$ cat src/rtl/ecc_port_pkg.sv
package ecc_port_pkg;

    typedef enum logic [2:0] {
        ST_IDLE,
        ST_RD,
        ST_RWAIT,
        ST_MRD,
        ST_MWAIT,
        ST_WR,
        ST_WACK,
        ST_RESP
    } port_state_t;

    localparam logic [1:0] RESP_OKAY   = 2'b00;
    localparam logic [1:0] RESP_SLVERR = 2'b10;

    // number of Hamming check bits for a given data width
    function automatic int hm_r(input int dw);
        int r;
        r = 0;
        for (int t = 0; t < 16; t++) begin
            if ((1 << r) < dw + r + 1) r++;
        end
        return r;
    endfunction

    // codeword position of data bit i (skips powers of two)
    function automatic int hm_pos(input int i);
        int cnt;
        int res;
        cnt = 0;
        res = 0;
        for (int p = 3; p < 512; p++) begin
            if ((p & (p - 1)) != 0) begin
                if (cnt == i && res == 0) res = p;
                cnt++;
            end
        end
        return res;
    endfunction

    function automatic int code_w(input int dw);
        return dw + hm_r(dw) + 1;
    endfunction

endpackage

$ cat src/rtl/ecc_secded_enc.sv
module ecc_secded_enc
    import ecc_port_pkg::*;
#(
    parameter int DW = 32
) (
    input  logic [DW-1:0]           data_i,
    output logic [code_w(DW)-1:0]   code_o
);
    localparam int R  = hm_r(DW);

    logic [R-1:0] contrib [DW];
    logic [R-1:0] hchk;
    logic         ovp;

    for (genvar i = 0; i < DW; i++) begin : g_bit
        localparam int P = hm_pos(i);
        assign contrib[i] = {R{data_i[i]}} & P[R-1:0];
    end

    always_comb begin
        hchk = '0;
        for (int i = 0; i < DW; i++) begin
            hchk = hchk ^ contrib[i];
        end
        ovp = ^{data_i, hchk};
    end

    assign code_o = {ovp, hchk, data_i};

endmodule

$ cat src/rtl/ecc_secded_dec.sv
module ecc_secded_dec
    import ecc_port_pkg::*;
#(
    parameter int DW = 32
) (
    input  logic [code_w(DW)-1:0]   code_i,
    output logic [DW-1:0]           data_o,
    output logic                    single_o,
    output logic                    double_o
);
    localparam int R  = hm_r(DW);
    localparam int CW = code_w(DW);

    logic [CW-1:0] recalc;
    logic [R-1:0]  syn;
    logic [DW-1:0] hit;
    logic          overall;
    logic          locatable;

    ecc_secded_enc #(.DW(DW)) u_recalc (
        .data_i (code_i[DW-1:0]),
        .code_o (recalc)
    );

    assign syn     = code_i[DW+R-1:DW] ^ recalc[DW+R-1:DW];
    assign overall = ^code_i;

    for (genvar i = 0; i < DW; i++) begin : g_fix
        localparam int P = hm_pos(i);
        assign hit[i]    = (syn == P[R-1:0]);
        assign data_o[i] = code_i[i] ^ (single_o & hit[i]);
    end

    always_comb begin
        locatable = (syn == '0) | $onehot(syn) | (|hit);
        single_o  = overall & locatable;
        double_o  = (!overall && (syn != '0)) || (overall && !locatable);
    end

endmodule

$ cat src/rtl/ecc_port_ctrl.sv
module ecc_port_ctrl
    import ecc_port_pkg::*;
#(
    parameter int DW = 32,
    parameter int AW = 8
) (
    input  logic            clk,
    input  logic            rst_n,
    input  logic            ctl_block_all,
    input  logic            ctl_block_unpriv,
    input  logic            ctl_check_en,
    input  logic            ctl_exterr_en,
    input  logic            req_valid,
    output logic            req_ready,
    input  logic            req_write,
    input  logic            req_priv,
    input  logic [AW-1:0]   req_addr,
    input  logic [DW-1:0]   req_wdata,
    input  logic [DW/8-1:0] req_strb,
    output logic            rsp_valid,
    output logic [1:0]      rsp_resp,
    output logic [DW-1:0]   rsp_rdata,
    output logic            ram_en,
    output logic            ram_we,
    output logic [AW-1:0]   ram_addr,
    output logic [DW-1:0]   wr_data,
    input  logic [DW-1:0]   raw_data,
    input  logic [DW-1:0]   dec_data,
    input  logic            dec_single,
    input  logic            dec_double,
    input  logic            ram_err,
    input  logic            ram_late_err,
    input  logic            ram_retry
);
    localparam int NB = DW / 8;

    port_state_t   state, state_nx;
    logic          cur_write;
    logic [AW-1:0] cur_addr;
    logic [DW-1:0] cur_data;
    logic [NB-1:0] cur_strb;
    logic          err_q;
    logic [DW-1:0] rdata_q;

    logic          deny;
    logic          rd_bad;
    logic          rmw_abort;
    logic [DW-1:0] base;
    logic [DW-1:0] merged;

    always_comb begin
        deny      = ctl_block_all | (ctl_block_unpriv & ~req_priv);
        rd_bad    = (ram_err & ctl_exterr_en) | (ctl_check_en & dec_double);
        rmw_abort = rd_bad;
        base      = ctl_check_en ? dec_data : raw_data;
        for (int b = 0; b < NB; b++) begin
            merged[8*b +: 8] = cur_strb[b] ? cur_data[8*b +: 8] : base[8*b +: 8];
        end
    end

    // next-state logic
    always_comb begin
        state_nx = state;
        unique case (state)
            ST_IDLE: begin
                if (req_valid) begin
                    if (deny)            state_nx = ST_RESP;
                    else if (!req_write) state_nx = ST_RD;
                    else if (&req_strb)  state_nx = ST_WR;
                    else                 state_nx = ST_MRD;
                end
            end
            ST_RD:    state_nx = ST_RWAIT;
            ST_RWAIT: state_nx = ST_RESP;
            ST_MRD:   state_nx = ST_MWAIT;
            ST_MWAIT: state_nx = rmw_abort ? ST_RESP : ST_WR;
            ST_WR:    state_nx = ST_WACK;
            ST_WACK:  state_nx = ST_RESP;
            ST_RESP:  state_nx = ST_IDLE;
            default:  state_nx = ST_IDLE;
        endcase
    end

    // state register
    always_ff @(posedge clk or negedge rst_n) begin
        if (!rst_n) state <= ST_IDLE;
        else        state <= state_nx;
    end

    // transaction registers
    always_ff @(posedge clk or negedge rst_n) begin
        if (!rst_n) begin
            cur_write <= 1'b0;
            cur_addr  <= '0;
            cur_data  <= '0;
            cur_strb  <= '0;
            err_q     <= 1'b0;
            rdata_q   <= '0;
        end else begin
            unique case (state)
                ST_IDLE: begin
                    if (req_valid) begin
                        cur_write <= req_write;
                        cur_addr  <= req_addr;
                        cur_data  <= req_wdata;
                        cur_strb  <= req_strb;
                        err_q     <= deny;
                        rdata_q   <= '0;
                    end
                end
                ST_RWAIT: begin
                    rdata_q <= base;
                    err_q   <= rd_bad;
                end
                ST_MWAIT: begin
                    cur_data <= merged;
                    err_q    <= rmw_abort;
                end
                ST_WACK: begin
                    err_q <= ram_err & ctl_exterr_en;
                end
                default: ;
            endcase
        end
    end

    // outputs
    always_comb begin
        req_ready = (state == ST_IDLE);
        ram_en    = (state == ST_RD) || (state == ST_MRD) || (state == ST_WR);
        ram_we    = (state == ST_WR);
        ram_addr  = cur_addr;
        wr_data   = cur_data;
        rsp_valid = (state == ST_RESP);
        rsp_resp  = err_q ? RESP_SLVERR : RESP_OKAY;
        rsp_rdata = rdata_q;
    end

    AST_READY_DROPS: assert property (@(posedge clk) disable iff (!rst_n)
        (req_valid && req_ready) |=> !req_ready);
    AST_RSP_ONE_SHOT: assert property (@(posedge clk) disable iff (!rst_n)
        rsp_valid |=> !rsp_valid);
    AST_BLOCK_ALL: assert property (@(posedge clk) disable iff (!rst_n)
        (req_valid && req_ready && ctl_block_all) |=> (rsp_valid && rsp_resp == RESP_SLVERR && !ram_en));
    AST_WE_ONLY_WRITES: assert property (@(posedge clk) disable iff (!rst_n)
        ram_we |-> cur_write);
    AST_DEC_EXCLUSIVE: assert property (@(posedge clk) disable iff (!rst_n)
        (state == ST_RWAIT || state == ST_MWAIT) |-> $onehot0({dec_single, dec_double}));
    AST_UNCORR_SLVERR: assert property (@(posedge clk) disable iff (!rst_n)
        (state == ST_RWAIT && ctl_check_en && dec_double) |=> (rsp_valid && rsp_resp == RESP_SLVERR));
    AST_RMW_ABORT: assert property (@(posedge clk) disable iff (!rst_n)
        (state == ST_MWAIT && ctl_check_en && dec_double) |=> (!ram_en && rsp_valid && rsp_resp == RESP_SLVERR));
    AST_HINTS_IGNORED: assert property (@(posedge clk) disable iff (!rst_n)
        (state == ST_RWAIT && (ram_late_err || ram_retry) && !ram_err && !(ctl_check_en && dec_double))
        |=> (rsp_resp == RESP_OKAY));

endmodule

$ cat src/rtl/ecc_mem_port.sv
module ecc_mem_port
    import ecc_port_pkg::*;
#(
    parameter int DW = 32,
    parameter int AW = 8
) (
    input  logic                  clk,
    input  logic                  rst_n,
    input  logic                  ctl_block_all,
    input  logic                  ctl_block_unpriv,
    input  logic                  ctl_check_en,
    input  logic                  ctl_exterr_en,
    input  logic                  req_valid,
    output logic                  req_ready,
    input  logic                  req_write,
    input  logic                  req_priv,
    input  logic [AW-1:0]         req_addr,
    input  logic [DW-1:0]         req_wdata,
    input  logic [DW/8-1:0]       req_strb,
    output logic                  rsp_valid,
    output logic [1:0]            rsp_resp,
    output logic [DW-1:0]         rsp_rdata,
    output logic                  ram_en,
    output logic                  ram_we,
    output logic [AW-1:0]         ram_addr,
    output logic [code_w(DW)-1:0] ram_wdata,
    input  logic [code_w(DW)-1:0] ram_rdata,
    input  logic                  ram_err,
    input  logic                  ram_late_err,
    input  logic                  ram_retry
);
    logic [DW-1:0] wr_data;
    logic [DW-1:0] dec_data;
    logic          dec_single;
    logic          dec_double;

    ecc_secded_enc #(.DW(DW)) u_enc (
        .data_i (wr_data),
        .code_o (ram_wdata)
    );

    ecc_secded_dec #(.DW(DW)) u_dec (
        .code_i   (ram_rdata),
        .data_o   (dec_data),
        .single_o (dec_single),
        .double_o (dec_double)
    );

    ecc_port_ctrl #(.DW(DW), .AW(AW)) u_ctrl (
        .clk              (clk),
        .rst_n            (rst_n),
        .ctl_block_all    (ctl_block_all),
        .ctl_block_unpriv (ctl_block_unpriv),
        .ctl_check_en     (ctl_check_en),
        .ctl_exterr_en    (ctl_exterr_en),
        .req_valid        (req_valid),
        .req_ready        (req_ready),
        .req_write        (req_write),
        .req_priv         (req_priv),
        .req_addr         (req_addr),
        .req_wdata        (req_wdata),
        .req_strb         (req_strb),
        .rsp_valid        (rsp_valid),
        .rsp_resp         (rsp_resp),
        .rsp_rdata        (rsp_rdata),
        .ram_en           (ram_en),
        .ram_we           (ram_we),
        .ram_addr         (ram_addr),
        .wr_data          (wr_data),
        .raw_data         (ram_rdata[DW-1:0]),
        .dec_data         (dec_data),
        .dec_single       (dec_single),
        .dec_double       (dec_double),
        .ram_err          (ram_err),
        .ram_late_err     (ram_late_err),
        .ram_retry        (ram_retry)
    );

endmodule

$ cat config.mk
export PLATFORM = sky130hd
export DESIGN_NAME = ecc_mem_port
export DESIGN_NICKNAME = d
export VERILOG_FILES = /design/src/rtl/ecc_port_pkg.sv /design/src/rtl/ecc_secded_enc.sv /design/src/rtl/ecc_secded_dec.sv /design/src/rtl/ecc_port_ctrl.sv /design/src/rtl/ecc_mem_port.sv
export SDC_FILE = /design/constraint.sdc
export NUM_CORES = 1
export LEC_CHECK = 0
export BUFFER_PORTS_ARGS = -buffer_cell sky130_fd_sc_hd__clkbuf_2
export CAP_MARGIN = 10
export CORE_MARGIN = 10
export CORE_UTILIZATION = 48
export CTS_BUF_LIST = sky130_fd_sc_hd__clkbuf_8
export DETAILED_ROUTE_END_ITERATION = 8
export GPL_TIMING_DRIVEN = 0
export PLACE_DENSITY_LB_ADDON = 0.08
export SKIP_CTS_REPAIR_TIMING = 1
export SKIP_LAST_GASP = 1
export SLEW_MARGIN = 0
export SYNTH_ARGS = -nofsm -noshare
export SYNTH_HDL_FRONTEND = slang
export SYNTH_SLANG_ARGS = --single-unit
$ cat constraint.sdc
create_clock -name clk -period 4.55 [get_ports clk]
set_input_delay 1.365 -clock clk [delete_from_list [all_inputs] [get_ports clk]]
set_output_delay 1.365 -clock clk [all_outputs]
set_load 0.05 [all_outputs]
== After elaboration in Yosys (flattened, before gate mapping) ==
Index checks and enable logic that the tools add are counted.

* Eq/ne operators: 45
* Multiply operators: 0
* Bitwise operators: 136
* Shifts and indexed selects: 0
* Reduce and logical (&&, ||, !) cells: 26
* Muxes and demuxes: 18
* $add $sub $neg: 5
* $lt $le $gt $ge: 0
* Div/mod/pow operators: 0

{| class="wikitable"
|+ Operators with widths
! operator !! count
|-
| $pmux W32 S2 || 2
|-
| $mux W32 || 3
|-
| $eq A6 B5 Y1 const B || 15
|-
| $xor A6 B5 Y6 || 15
|-
| $xor A6 B6 Y6 || 12
|-
| $xor A5 B5 Y5 || 14
|-
| $eq A6 B4 Y1 const B || 7
|-
| $xor A6 B4 Y6 || 7
|-
| $reduce_xor A39 Y1 || 1
|-
| $reduce_xor A38 Y1 || 1
|-
| $and A1 B1 Y1 || 36
|-
| $eq A6 B6 Y1 const B || 6
|-
| $mux W8 || 4
|-
| $reduce_or A32 Y1 || 1
|-
| $xor A1 B1 Y1 || 32
|-
| $xor A4 B4 Y4 || 6
|-
| $pmux W3 S7 || 1
|-
| $eq A6 B3 Y1 const B || 3
|-
| $eq A3 B3 Y1 const B || 4
|-
| $mux W3 || 4
|-
| $reduce_and A3 Y1 || 4
|-
| $xor A6 B3 Y6 || 2
|-
| $ne A2 B2 Y1 const B || 5
|-
| $add A1 B1 Y2 || 3
|-
| 25 further kinds || 42
|}

* Bits in registers: 80
* Output and inout port bits: 85
* Input bits: 95
* Bits in latches: 0
* Memory bits (writable): 0
* Bits in read-only memories: 0
* Memories kept: 0

== Depth between registers and ports, before layout ==
Gate-level depths: netlist (run 1).

* Depth in word-level cells: 45
* Depth in mapped cells: 18
* Depth with buffers taken out: 16

== By module ==
From an unflattened synthesis (run 1), not the netlist that was laid out.

* Cells, all modules: 760
* Area total of the unflattened synthesis: 7734.9 um^2

{| class="wikitable"
|+ Modules (own cells, without submodules)
! module !! cells an instance !! seq. area each (um^2) !! area each (um^2) !! instances
|-
| ecc_port_ctrl || 312 || 2001.9 || 4006.3 || 1
|-
| ecc_secded_dec || 270 || 0.0 || 1866.8 || 1
|-
| ecc_secded_enc || 89 || 0.0 || 930.9 || 2
|}

== Worst setup path after synthesis (run 1) ==
Ideal clock, no wire load.

* Path kind: in2reg
* From: input port ram_rdata[20]
* To: register u_ctrl.cur_data[6], in the netlist u_ctrl.wr_data[6]
* Stages on the path: 16
* Arrival: 5.412 ns
* Setup time: 0.126 ns
* Setup slack: -0.988 ns
* Data required time: 4.424 ns
* Buffers on the path: 1
* Cell sequence: xnor3_2 > xnor3_2 > xnor3_2 > xnor2_1 > ha_1 > fa_1 > ha_1 > xnor2_1 > a31oi_1 > and4_2 > a21boi_0 > a221oi_4 > buf_6 > a21boi_1 > o21bai_1 > a221o_1

* Word-level cells in the longest chain between the ends: 25

{| class="wikitable"
|+ RTL lines
! element !! RTL line !! RTL
|-
| from (decl) || ecc_mem_port.sv:27 || <nowiki>input logic [code_w(DW)-1:0] ram_rdata,</nowiki>
|-
| $xor A6 B5 Y6 (6 in series) || ecc_secded_enc.sv:23 || <nowiki>hchk = hchk ^ contrib[i];</nowiki>
|-
| $xor A6 B6 Y6 (6 in series) || ecc_secded_enc.sv:23 ||
|-
| $xor A6 B6 Y6 || ecc_secded_dec.sv:25 || <nowiki>assign syn = code_i[DW+R-1:DW] ^ recalc[DW+R-1:DW];</nowiki>
|-
| $add A1 B1 Y2 (implied by the code) || ecc_secded_dec.sv:35 || <nowiki>locatable = (syn == '0) | $onehot(syn) | (|hit);</nowiki>
|-
| $add A3 B3 Y3 (implied by the code) (2 in series) || ecc_secded_dec.sv:35 ||
|-
| $eq A3 B1 Y1 || ecc_secded_dec.sv:35 ||
|-
| $or A1 B1 Y1 (2 in series) || ecc_secded_dec.sv:35 ||
|-
| $and A1 B1 Y1 || ecc_secded_dec.sv:36 || <nowiki>single_o = overall & locatable;</nowiki>
|-
| $and A1 B1 Y1 * || ecc_secded_dec.sv:31 || <nowiki>assign data_o[i] = code_i[i] ^ (single_o & hit[i]);</nowiki>
|-
| $xor A1 B1 Y1 * || ecc_secded_dec.sv:31 ||
|-
| $mux W32 * || ecc_port_ctrl.sv:55 || <nowiki>base = ctl_check_en ? dec_data : raw_data;</nowiki>
|-
| $mux W8 * || ecc_port_ctrl.sv:57 || <nowiki>merged[8*b +: 8] = cur_strb[b] ? cur_data[8*b +: 8] : base[8*b +: 8];</nowiki>
|-
| $pmux W32 S2 * || ecc_port_ctrl.sv:100 || <nowiki>unique case (state)</nowiki>
|-
| to (signal assigned) || ecc_port_ctrl.sv:105 || <nowiki>cur_data <= req_wdata;</nowiki>
|-
| to (signal assigned) || ecc_port_ctrl.sv:116 || <nowiki>cur_data <= merged;</nowiki>
|-
| to (decl) || ecc_port_ctrl.sv:40 || <nowiki>logic [DW-1:0] cur_data;</nowiki>
|}

Mark *: on every way between the ends. The rest lies on a longest branch, timed or not. The select of a mux whose other input is x is not followed.
A chain may end at the register's enable or synchronous reset.

== Worst setup path after layout (run 1) ==
* From: input port ram_rdata[14]
* To: register u_ctrl.rdata_q[2], in the netlist u_ctrl.rsp_rdata[2]

* Word-level cells in the longest chain between the ends: 30

{| class="wikitable"
|+ RTL lines
! element !! RTL line !! RTL
|-
| $xor A6 B5 Y6 (12 in series) || ecc_secded_enc.sv:23 ||
|-
| $xor A6 B6 Y6 (6 in series) || ecc_secded_enc.sv:23 ||
|-
| $xor A6 B6 Y6 || ecc_secded_dec.sv:25 ||
|-
| $add A1 B1 Y2 (implied by the code) || ecc_secded_dec.sv:35 ||
|-
| $add A3 B3 Y3 (implied by the code) (2 in series) || ecc_secded_dec.sv:35 ||
|-
| $eq A3 B1 Y1 || ecc_secded_dec.sv:35 ||
|-
| $or A1 B1 Y1 (2 in series) || ecc_secded_dec.sv:35 ||
|-
| $and A1 B1 Y1 || ecc_secded_dec.sv:36 ||
|-
| $and A1 B1 Y1 * || ecc_secded_dec.sv:31 ||
|-
| $xor A1 B1 Y1 * || ecc_secded_dec.sv:31 ||
|-
| $mux W32 * || ecc_port_ctrl.sv:55 ||
|-
| $pmux W32 S2 * || ecc_port_ctrl.sv:100 ||
|-
| to (signal assigned) || ecc_port_ctrl.sv:112 || <nowiki>rdata_q <= base;</nowiki>
|-
| to (decl) || ecc_port_ctrl.sv:43 || <nowiki>logic [DW-1:0] rdata_q;</nowiki>
|}

Mark *: on every way between the ends. The rest lies on a longest branch, timed or not.

==> summary.txt, run 1 <==
core area: 12100 um^2
sequential area share after synthesis: 33.8%
global-route wire length before repair: 32700 um
Crit path largest cell delay: 510 ps
area of the die: 17200 um^2
post-route setup slack: -619 ps
H-tree Lvls: 3
GRT Total Usage: 23.9%
vias: 5717
synth-to-layout area growth: 39.6%
RSZ-0062 raised after global routing: true
max cap viols: 0
DR pass1 iterations: 5
Netlist Area Pre-Place: 5930 um^2
crit path DAT: 5460 ps
post-synth cell types: 56
Synth Flop Type: dfrtp_1
DRC Markers: 0
syn avg cell area: 9.37 um^2
initial DRC count: 572
clock buffer depth: 2
Slew HR: 29.1%
Worst Tran Pin Value: 1060 ps
chip height: 131 um
CP Cell Sequence: buf_2 -> xnor2_2 -> xnor2_1 -> xnor2_1 -> xnor3_2 -> nor2_4 -> fa_1 -> ha_4 -> xnor2_2 -> a31oi_1 -> and4_4 -> a21boi_4 -> a221oi_4 -> buf_12 -> buf_6 -> nand4_1 -> xor2_2 -> buf_4 -> o21ai_1
post-route ant nets: 0
CTS tree: yes
YS warnings: 0
antenna violations before repair: 0
Post-synth EDFFs: 0
largest net degree at the start of global routing: 63
post-route cell area: 8280 um^2
flops & latches, synth: 80
Root Driver: clkbuf_8
Yosys top cell area share: 33.8%
FFs w/ async S/R, synth: 100%
clk_skew: 9.44 ps
I/O pin cnt: 180
row cnt: 40
cells after synthesis: 633
Max FO, Critical Path: 10
status: finished with violations
CP Capture Type: flip-flop
Total Wirelength: 22000 um
vias in the first global route: 5731
failing checks: negative setup slack
layout cell share with drive strength beyond 1: 39.0%
fin crit period: 5170 ps
cell taking the most area after synthesis: dfrtp_1
cts bufs inserted: 9
CP required: 4840 ps
clock-pin transition on the worst setup and hold timing paths: 80 ps
final hold vios: 0
clk_lat worst skew: 370 ps
Setup Viol. Count Final: 66
Port Buffers: 171
grt ovf: 0
FILL cells: 987
TritonCTS sink count: 80
dpl hpwl: 17500 um
ant diodes: 0
fin nets: 958
pins over their slew limit: 0
placed inst area: 7150 um^2
synth top area cells: dfrtp_1 (34%), xnor2_1 (14%), xor2_1 (7.1%)
CP Class: input port to flip-flop
Net Count, Synth: 742
critical path's slowest cell: xnor3_2
per-cell routed wire length: 21.5 um
initial core utilization: 49.1%
Worst Setup Start Kind: input port
fmax: 193 MHz
Hold Crit Class: flip-flop to flip-flop
Die Wd: 131 um
period utilization: 114%
routed vias/inst: 5.60
gpl congestion: 0.935
-- layer usage --
metal  wire [um]  GRT usage, %  up-vias  share of wire (%)
met4         540          7.38        0                2.5
met3        1710          7.05       44                7.8
met2       10700          39.5      249                 49
met5           0             0        -                  0
met1        9010          29.4     2795                 41
li1            -             -     2629                  -
-- worst max-delay path: cells and delay by family --
kind / cells / cell delay, ps
XOR/XNOR: 6 / 1440
AO/OA/AOI/OAI: 4 / 690
adder cells (fa/ha/maj): 2 / 680
buffers and inverters: 4 / 650
AND/OR/NAND/NOR: 3 / 650
-- registers in the layout, summed over array words and instances, names as in the netlist --
signal and count:
u_ctrl.err_q 1, u_ctrl.wr_data 32, u_ctrl.state 3, u_ctrl.ram_addr 8
u_ctrl.rsp_rdata 32, u_ctrl.cur_strb 4
-- placed cells by master (no fill, tap or decap), types with 6 or more instances in the layout --
cell and instances:
xor2_1 21, inv_1 14, xor2_2 24, xnor2_1 71, a32o_1 9, nor3b_1 6, buf_4 33, o21ai_0 8
clkbuf_1 21, a21oi_1 18, ha_1 8, nor2_1 20, nand2_1 56, clkbuf_8 11, dfrtp_1 80, buf_2 6
xnor3_2 10, xnor2_2 18, o21ai_1 42, clkbuf_2 161, nand3_1 36, a22oi_1 13, buf_6 8, nand4_1 26
and2_1 12
-- cell usage after synthesis, types with 15 or more instances --
library cell,count
nor2_1,21
o21ai_0,49
inv_1,15
clkbuf_1,28
a21oi_1,20
a22oi_1,16
nand4_1,26
nand2_1,57
dfrtp_1,80
nand3_1,41
xor2_1,48
xnor2_1,93
-- final timing paths --
path | start | to | slack [ps] | depth (start not counted)
setup / recovery | ram_rdata[14] | u_ctrl.rsp_rdata[2]$_DFFE_PN0P_ | -620 | 19
hold / removal | u_ctrl.ram_addr[5]$_DFFE_PN0P_ | u_ctrl.ram_addr[5]$_DFFE_PN0P_ | 480 | 2
setup reg to reg | u_ctrl.state[1]$_DFFE_PN0P_ | u_ctrl.wr_data[8]$_DFFE_PN0P_ | 2050 | 7
hold reg to reg | u_ctrl.ram_addr[5]$_DFFE_PN0P_ | u_ctrl.ram_addr[5]$_DFFE_PN0P_ | 480 | 2
max in group asynchronous | rst_n | u_ctrl.rsp_rdata[10]$_DFFE_PN0P_ | 3040 | 2
min in group asynchronous | rst_n | u_ctrl.wr_data[20]$_DFFE_PN0P_ | 900 | 1
-- cell type report --
| cell class | instances | area (um^2) | share of cell area (%) |
|---|---|---|---|
| repair buffers | 205 | 1260 | 15.2 |
| flip-flops and latches | 80 | 2000 | 24.2 |
| plain buffers | 42 | 269 | 3.25 |
| well taps | 168 | 210 | 2.54 |
| inverters | 15 | 56.3 | 0.680 |
| clock buffers | 10 | 138 | 1.66 |
| clock inverters | 5 | 56.3 | 0.680 |
| multi-input cells | 496 | 4290 | 51.8 |
-- per-stage QoR --
stage	utilization (%)	instances	hold slack, ps	TNS [ps]	setup WS (ps)
finish	68.6	1021	480	-31470	-619
global route	68.6	1021	509	-37600	-684
CTS	60.9	988	487	-63620	-1190
detailed placement	59.3	973	466	-87630	-1560
global placement	59.1	972	458	-84230	-1520
floorplan	-	633	460	-23510	-472
-- kinds of logic (layout without fill, tap and decap cells) --
family	Yosys count	in the layout	share of synthesized area, %
mux	6	6	1.01
fa+ha+maj	14	14	3.21
compound gates	142	142	16.1
xor+xnor	155	155	26.3
other cells	1	1	0.0633
simple gates	178	178	14.9
flops	80	80	33.8
buf+inv	57	277	4.64
Power of run 1 is not shown: default switching activity piles up to over one toggle a cycle in this logic, so the estimate is an artifact.
==> run 2: changes to the inputs <==
--- a/config.mk
+++ b/config.mk
@@ -5,13 +5,12 @@
 export SDC_FILE = /design/constraint.sdc
 export NUM_CORES = 1
 export LEC_CHECK = 0
-export BUFFER_PORTS_ARGS = -buffer_cell sky130_fd_sc_hd__clkbuf_2
 export CAP_MARGIN = 10
 export CORE_MARGIN = 10
 export CORE_UTILIZATION = 48
 export CTS_BUF_LIST = sky130_fd_sc_hd__clkbuf_8
 export DETAILED_ROUTE_END_ITERATION = 8
-export GPL_TIMING_DRIVEN = 0
+export DONT_BUFFER_PORTS = 1
 export PLACE_DENSITY_LB_ADDON = 0.08
 export SKIP_CTS_REPAIR_TIMING = 1
 export SKIP_LAST_GASP = 1
==> run 2 against run 1 <==
Against the previous run:
- the flow still finishes with violations (negative setup slack)
- hold slack better by 37 ps
- final cell count is 16% lower
- clock skew is 4.5 ps higher
- via count down 15%
- non-clock buffer count shrank 163
- maximum frequency increased by 4.1%
- setup slack better by 200 ps
- clock-buffer cell count is the same
==> summary.txt, run 2 (same netlist as run 1, synthesis figures left out) <==
status: finished with violations (unchanged)
failing checks: negative setup slack (unchanged)
CP Class: input port to flip-flop (unchanged)
I/O pin cnt: 180 (unchanged)
Die Wd: 131 um (unchanged)
met2 wire length: 9370 um (was 10700 um)
non-filler cells, final: 859 (was 1021)
clock-pin transition on the worst setup and hold timing paths: 90 ps (was 80 ps)
global-route wire length before repair: 29800 um (was 32700 um)
M1 WL: 7580 um (was 9010 um)
pre-CTS setup slack: -851 ps (was -1560 ps)
vias in the first global route: 4923 (was 5731)
final hold vios: 0 (unchanged)
dpl hpwl: 15700 um (was 17500 um)
fin crit period: 4970 ps (was 5170 ps)
most common cell after layout, fill and taps aside: xnor2_1 (was clkbuf_2)
most frequent cells in the layout: xnor2_1 (86), dfrtp_1 (80), buf_4 (79), nand2_1 (55), nand3_1 (36) (was clkbuf_2 (161), dfrtp_1 (80), xnor2_1 (71), nand2_1 (56), o21ai_1 (42))
RSZ-0062 raised after global routing: true (unchanged)
H-tree Lvls: 3 (unchanged)
placed inst area: 6620 um^2 (was 7150 um^2)
fmax: 201 MHz (was 193 MHz)
row cnt: 40 (unchanged)
footprint of the multi-input gates: 3970 um^2 (was 4290 um^2)
fin nets: 795 (was 958)
Worst Setup Start Kind: input port (unchanged)
post-route setup slack: -416 ps (was -619 ps)
area of the die: 17200 um^2 (unchanged)
vias: 4875 (was 5717)
per-cell routed wire length: 22.7 um (was 21.5 um)
FILL cells: 1068 (was 987)
max cap viols: 0 (unchanged)
initial core utilization: 49.1% (unchanged)
CP Capture Type: flip-flop (unchanged)
Setup Viol. Count Final: 66 (unchanged)
DRC Markers: 0 (unchanged)
clk_skew: 13.9 ps (was 9.44 ps)
grt ovf: 0 (unchanged)
layout cell share with drive strength beyond 1: 23.7% (was 39.0%)
Hold Crit Depth: 2 (unchanged)
routed vias/inst: 5.68 (was 5.60)
Met3 Wirelength: 2180 um (was 1710 um)
R2R cell count: 5 (was 7)
cts bufs inserted: 9 (unchanged)
Hold Crit Class: flip-flop to flip-flop (unchanged)
largest net degree at the start of global routing: 81 (was 63)
ant diodes: 0 (unchanged)
gpl congestion: 0.874 (was 0.935)
DR pass1 iterations: 5 (unchanged)
TritonCTS sink count: 80 (unchanged)
Worst Tran Pin Value: 1150 ps (was 1060 ps)
crit path DAT: 5200 ps (was 5460 ps)
top sig layer: met4 (unchanged)
sequential cell area: 2000 um^2 (unchanged)
Total Wirelength: 19500 um (was 22000 um)
initial DRC count: 354 (was 572)
Root Driver: clkbuf_8 (unchanged)
pins over their slew limit: 0 (unchanged)
GRT Total Usage: 21.9% (was 23.9%)
period utilization: 109% (was 114%)
CTS tree: yes (unchanged)
clock buffer depth: 2 (unchanged)
synth-to-layout area growth: 19.9% (was 39.6%)
Setup TNS: -17310 ps (was -31470 ps)
post-route cell area: 7110 um^2 (was 8280 um^2)
Port Buffers: 0 (was 171)
Slew HR: 22.9% (was 29.1%)
antenna violations before repair: 0 (unchanged)
clk_lat worst skew: 360 ps (was 370 ps)
Placed Cells: 835 (was 973)
chip height: 131 um (unchanged)
core area: 12100 um^2 (unchanged)
CP required: 4790 ps (was 4840 ps)
post-route ant nets: 0 (unchanged)
Max FO, Critical Path: 8 (was 10)
## run 2: changes by cell type in the layout (fill, tap and decap cells not counted), sizes merged
cell / change
clkbuf: -190
clkinvlp: +1
clkinv: -2
inv: +2
buf: +27
## run 2: layout make-up
| class | count | share of cell area, % |
|---|---|---|
| clock buffer | 10 | 1.94 |
| inverter | 15 | 0.792 |
| timing repair buffer | 84 | 9.26 |
| multi-input combinational | 496 | 55.8 |
| tap | 168 | 2.96 |
| sequential | 80 | 28.2 |
| clock inverter | 6 | 1.04 |
## run 2: metal layers
| layer | global-route usage (%) | up-vias |
|---|---|---|
| met5 | 0 | - |
| met4 | 6.63 | 0 |
| met3 | 7.81 | 18 |
| met2 | 35.0 | 197 |
| met1 | 27.0 | 2348 |
| li1 | - | 2312 |
## run 2: worst paths after layout
path | endpoint | slack (ps) | startpoint
worst max-delay path | u_ctrl.wr_data[10]$_DFFE_PN0P_ | -420 | ram_rdata[31]
worst min-delay path | u_ctrl.cur_strb[3]$_DFFE_PN0P_ | 520 | u_ctrl.cur_strb[3]$_DFFE_PN0P_
worst max register to register | u_ctrl.wr_data[4]$_DFFE_PN0P_ | 1900 | u_ctrl.state[2]$_DFFE_PN0P_
worst min register to register | u_ctrl.cur_strb[3]$_DFFE_PN0P_ | 520 | u_ctrl.cur_strb[3]$_DFFE_PN0P_
max in group asynchronous | u_ctrl.rsp_rdata[11]$_DFFE_PN0P_ | 3710 | rst_n
min in group asynchronous | u_ctrl.wr_data[24]$_DFFE_PN0P_ | 690 | rst_n
## run 2: worst max-delay path: stages
cell	delay, ps
xor2_4	170
buf_6	110
xnor3_2	400
xnor3_2	490
ha_4	300
inv_2	30
fa_2	340
ha_4	170
xnor2_2	120
a31oi_1	120
and4_4	210
a21boi_4	140
a221oi_4	350
buf_6	180
nand4_1	140
xor2_2	320
buf_4	170
o21ai_1	50
## run 2: metrics by stage
stage / util [%] / hold slack [ps]
2_1_floorplan: - / 460
3_3_place_gp: 54.8 / 487
3_5_place_dp: 54.8 / 491
4_1_cts: 56.6 / 520
5_1_grt: 58.9 / 582
6_report: 58.9 / 517
Power of run 2 is left out for the same reason.
==> run 3: changes to the inputs <==
--- a/config.mk
+++ b/config.mk
@@ -12,7 +12,6 @@
 export DETAILED_ROUTE_END_ITERATION = 8
 export DONT_BUFFER_PORTS = 1
 export PLACE_DENSITY_LB_ADDON = 0.08
-export SKIP_CTS_REPAIR_TIMING = 1
 export SKIP_LAST_GASP = 1
 export SLEW_MARGIN = 0
 export SYNTH_ARGS = -nofsm -noshare
==> constraint.sdc (replaced) <==
create_clock -name clk -period 4.55 [get_ports clk]
set_input_delay 0.455 -clock clk [delete_from_list [all_inputs] [get_ports clk]]
set_output_delay 0.455 -clock clk [all_outputs]
set_load 0.05 [all_outputs]
==> run 3 against run 2 <==
Against the previous run:
- critical path type unchanged
- clock-buffer cell count unchanged
- via count down 0.29%
- final cell count is 3.7% lower
- utilization shrank 4.3 points
- the run now ends clean
- register-to-register slack better by 190 ps
- maximum frequency is 15% higher
- first-iteration DRC count is 48% higher
- sequential share of layout area is 2.2 points higher
- die area did not move
- critical path depth is 1 lower
==> summary.txt, run 3 (same netlist as run 1, synthesis figures left out) <==
area of the die: 17200 um^2 (unchanged)
TritonCTS sink count: 80 (unchanged)
fmax: 232 MHz (was 201 MHz)
routed vias/inst: 5.88 (was 5.68)
post-route ant nets: 0 (unchanged)
vias: 4861 (was 4875)
clk_lat worst skew: 380 ps (was 360 ps)
grt ovf: 0 (unchanged)
status: finished, final reports clean (was finished with violations)
layout cell share with drive strength beyond 1: 13.8% (was 23.7%)
Worst Setup Start Kind: input port (unchanged)
crit path DAT: 4570 ps (was 5200 ps)
largest net degree at the start of global routing: 81 (unchanged)
period utilization: 94.8% (was 109%)
most common cell after layout, fill and taps aside: xnor2_1 (unchanged)
vias in the first global route: 4895 (was 4923)
ant diodes: 0 (unchanged)
RSZ-0062 raised after global routing: false (was true)
Port Buffers: 0 (unchanged)
core area: 12100 um^2 (unchanged)
chip height: 131 um (unchanged)
gpl congestion: 0.937 (was 0.874)
per-cell routed wire length: 24.3 um (was 22.7 um)
CP required: 4810 ps (was 4790 ps)
GRT Total Usage: 22.8% (was 21.9%)
most frequent cells in the layout: xnor2_1 (92), dfrtp_1 (80), nand2_1 (55), o21ai_0 (49), buf_4 (49) (was xnor2_1 (86), dfrtp_1 (80), buf_4 (79), nand2_1 (55), nand3_1 (36))
fin crit period: 4310 ps (was 4970 ps)
CTS tree: yes (unchanged)
antenna violations before repair: 0 (unchanged)
Finished Core Util: 54.6% (was 58.9%)
Post-CTS Setup Bufs: 0
clock buffer depth: 2 (unchanged)
fin nets: 763 (was 795)
initial core utilization: 49.1% (unchanged)
global-route wire length before repair: 30800 um (was 29800 um)
dpl hpwl: 15900 um (was 15700 um)
synth-to-layout area growth: 11.2% (was 19.9%)
final hold vios: 0 (unchanged)
Setup TNS: 0 ps (was -17310 ps)
DR pass1 iterations: 5 (unchanged)
Setup Viol. Count Final: 0 (was 66)
pins over their slew limit: 0 (unchanged)
row cnt: 40 (unchanged)
clock-pin transition on the worst setup and hold timing paths: 90 ps (about the same)
CP Class: input port to flip-flop (unchanged)
DRC Markers: 0 (unchanged)
initial DRC count: 523 (was 354)
Worst Tran Pin Value: 1130 ps (was 1150 ps)
H-tree Lvls: 3 (unchanged)
max cap viols: 0 (unchanged)
Hold Crit Class: input port to flip-flop (was flip-flop to flip-flop)
Max FO, Critical Path: 16 (was 8)
Die Wd: 131 um (unchanged)
cts bufs inserted: 9 (unchanged)
Total Wirelength: 20100 um (was 19500 um)
I/O pin cnt: 180 (unchanged)
Root Driver: clkbuf_8 (unchanged)
CP Capture Type: flip-flop (unchanged)
clk_skew: 16.8 ps (was 13.9 ps)
Slew HR: 23.9% (was 22.9%)
[run 3: changes by cell type in the layout (fill, tap and decap cells not counted), sizes merged]
cell         delta
clkinv          +2
dlygate4sd3     +1
buf            -33
inv             -1
clkinvlp        -1
[run 3: path summary, 6_finish.rpt]
check	cells past startpoint	start	slack [ps]	end
min	2	req_addr[3]	180	u_ctrl.ram_addr[3]$_DFFE_PN0P_
min reg2reg	2	u_ctrl.cur_strb[2]$_DFFE_PN0P_	510	u_ctrl.cur_strb[2]$_DFFE_PN0P_
min in group asynchronous	2	rst_n	630	u_ctrl.err_q$_DFFE_PN0P_
max	17	ram_rdata[20]	240	u_ctrl.wr_data[24]$_DFFE_PN0P_
max in group asynchronous	2	rst_n	3540	u_ctrl.rsp_rdata[4]$_DFFE_PN0P_
max reg2reg	6	u_ctrl.state[2]$_DFFE_PN0P_	2090	u_ctrl.wr_data[6]$_DFFE_PN0P_
[run 3: layout make-up]
type                    instances  area (um^2)
inverters                      15         56.3
clock buffers                  10          138
flip-flops and latches         80         2000
well taps                     168          210
clock inverters                 6         75.1
repair buffers                 52          425
fillers                      1107         5470
multi-input cells             496         3680
[run 3: worst max-delay path: stages]
cell and delay, ps:
xnor3_2 420, xnor3_2 420, xnor3_2 290, xnor2_2 160, ha_1 300, fa_1 430
ha_1 210, xnor2_1 140, a31oi_1 110, and4_2 270, a21boi_1 160, a221oi_4 300
buf_4 270, nand4_1 160, xor2_2 250, buf_4 150, o21ai_1 60
[run 3: through the flow]
stage / area, um^2 / hold WS [ps] / setup slack (ps) / std cells
final: 6590 / 180 / 235 / 827
after detailed placement: 6320 / 164 / -248 / 809
after global placement: 6320 / 163 / -206 / 809
after floorplan: 5940 / 159 / 54.7 / 633
after CTS: 6580 / 168 / 152 / 827
after global routing: 6590 / 172 / 30.2 / 827
[run 3: timing repair]
action	CTS	global route
setup endpoints to repair	0	8
hold endpoints to repair	80	0
hold buffers	2	0
gates resized for setup	0	3
[run 3: routing by layer]
metal  part of all wire (%)  routed length (um)  global-route usage [%]
met5                      0                   0                       0
met4                    2.2                 441                    6.56
met3                    9.6                1940                    8.00
met2                     47                9350                    35.8
met1                     42                8370                    28.8
Power of run 3 is left out for the same reason.
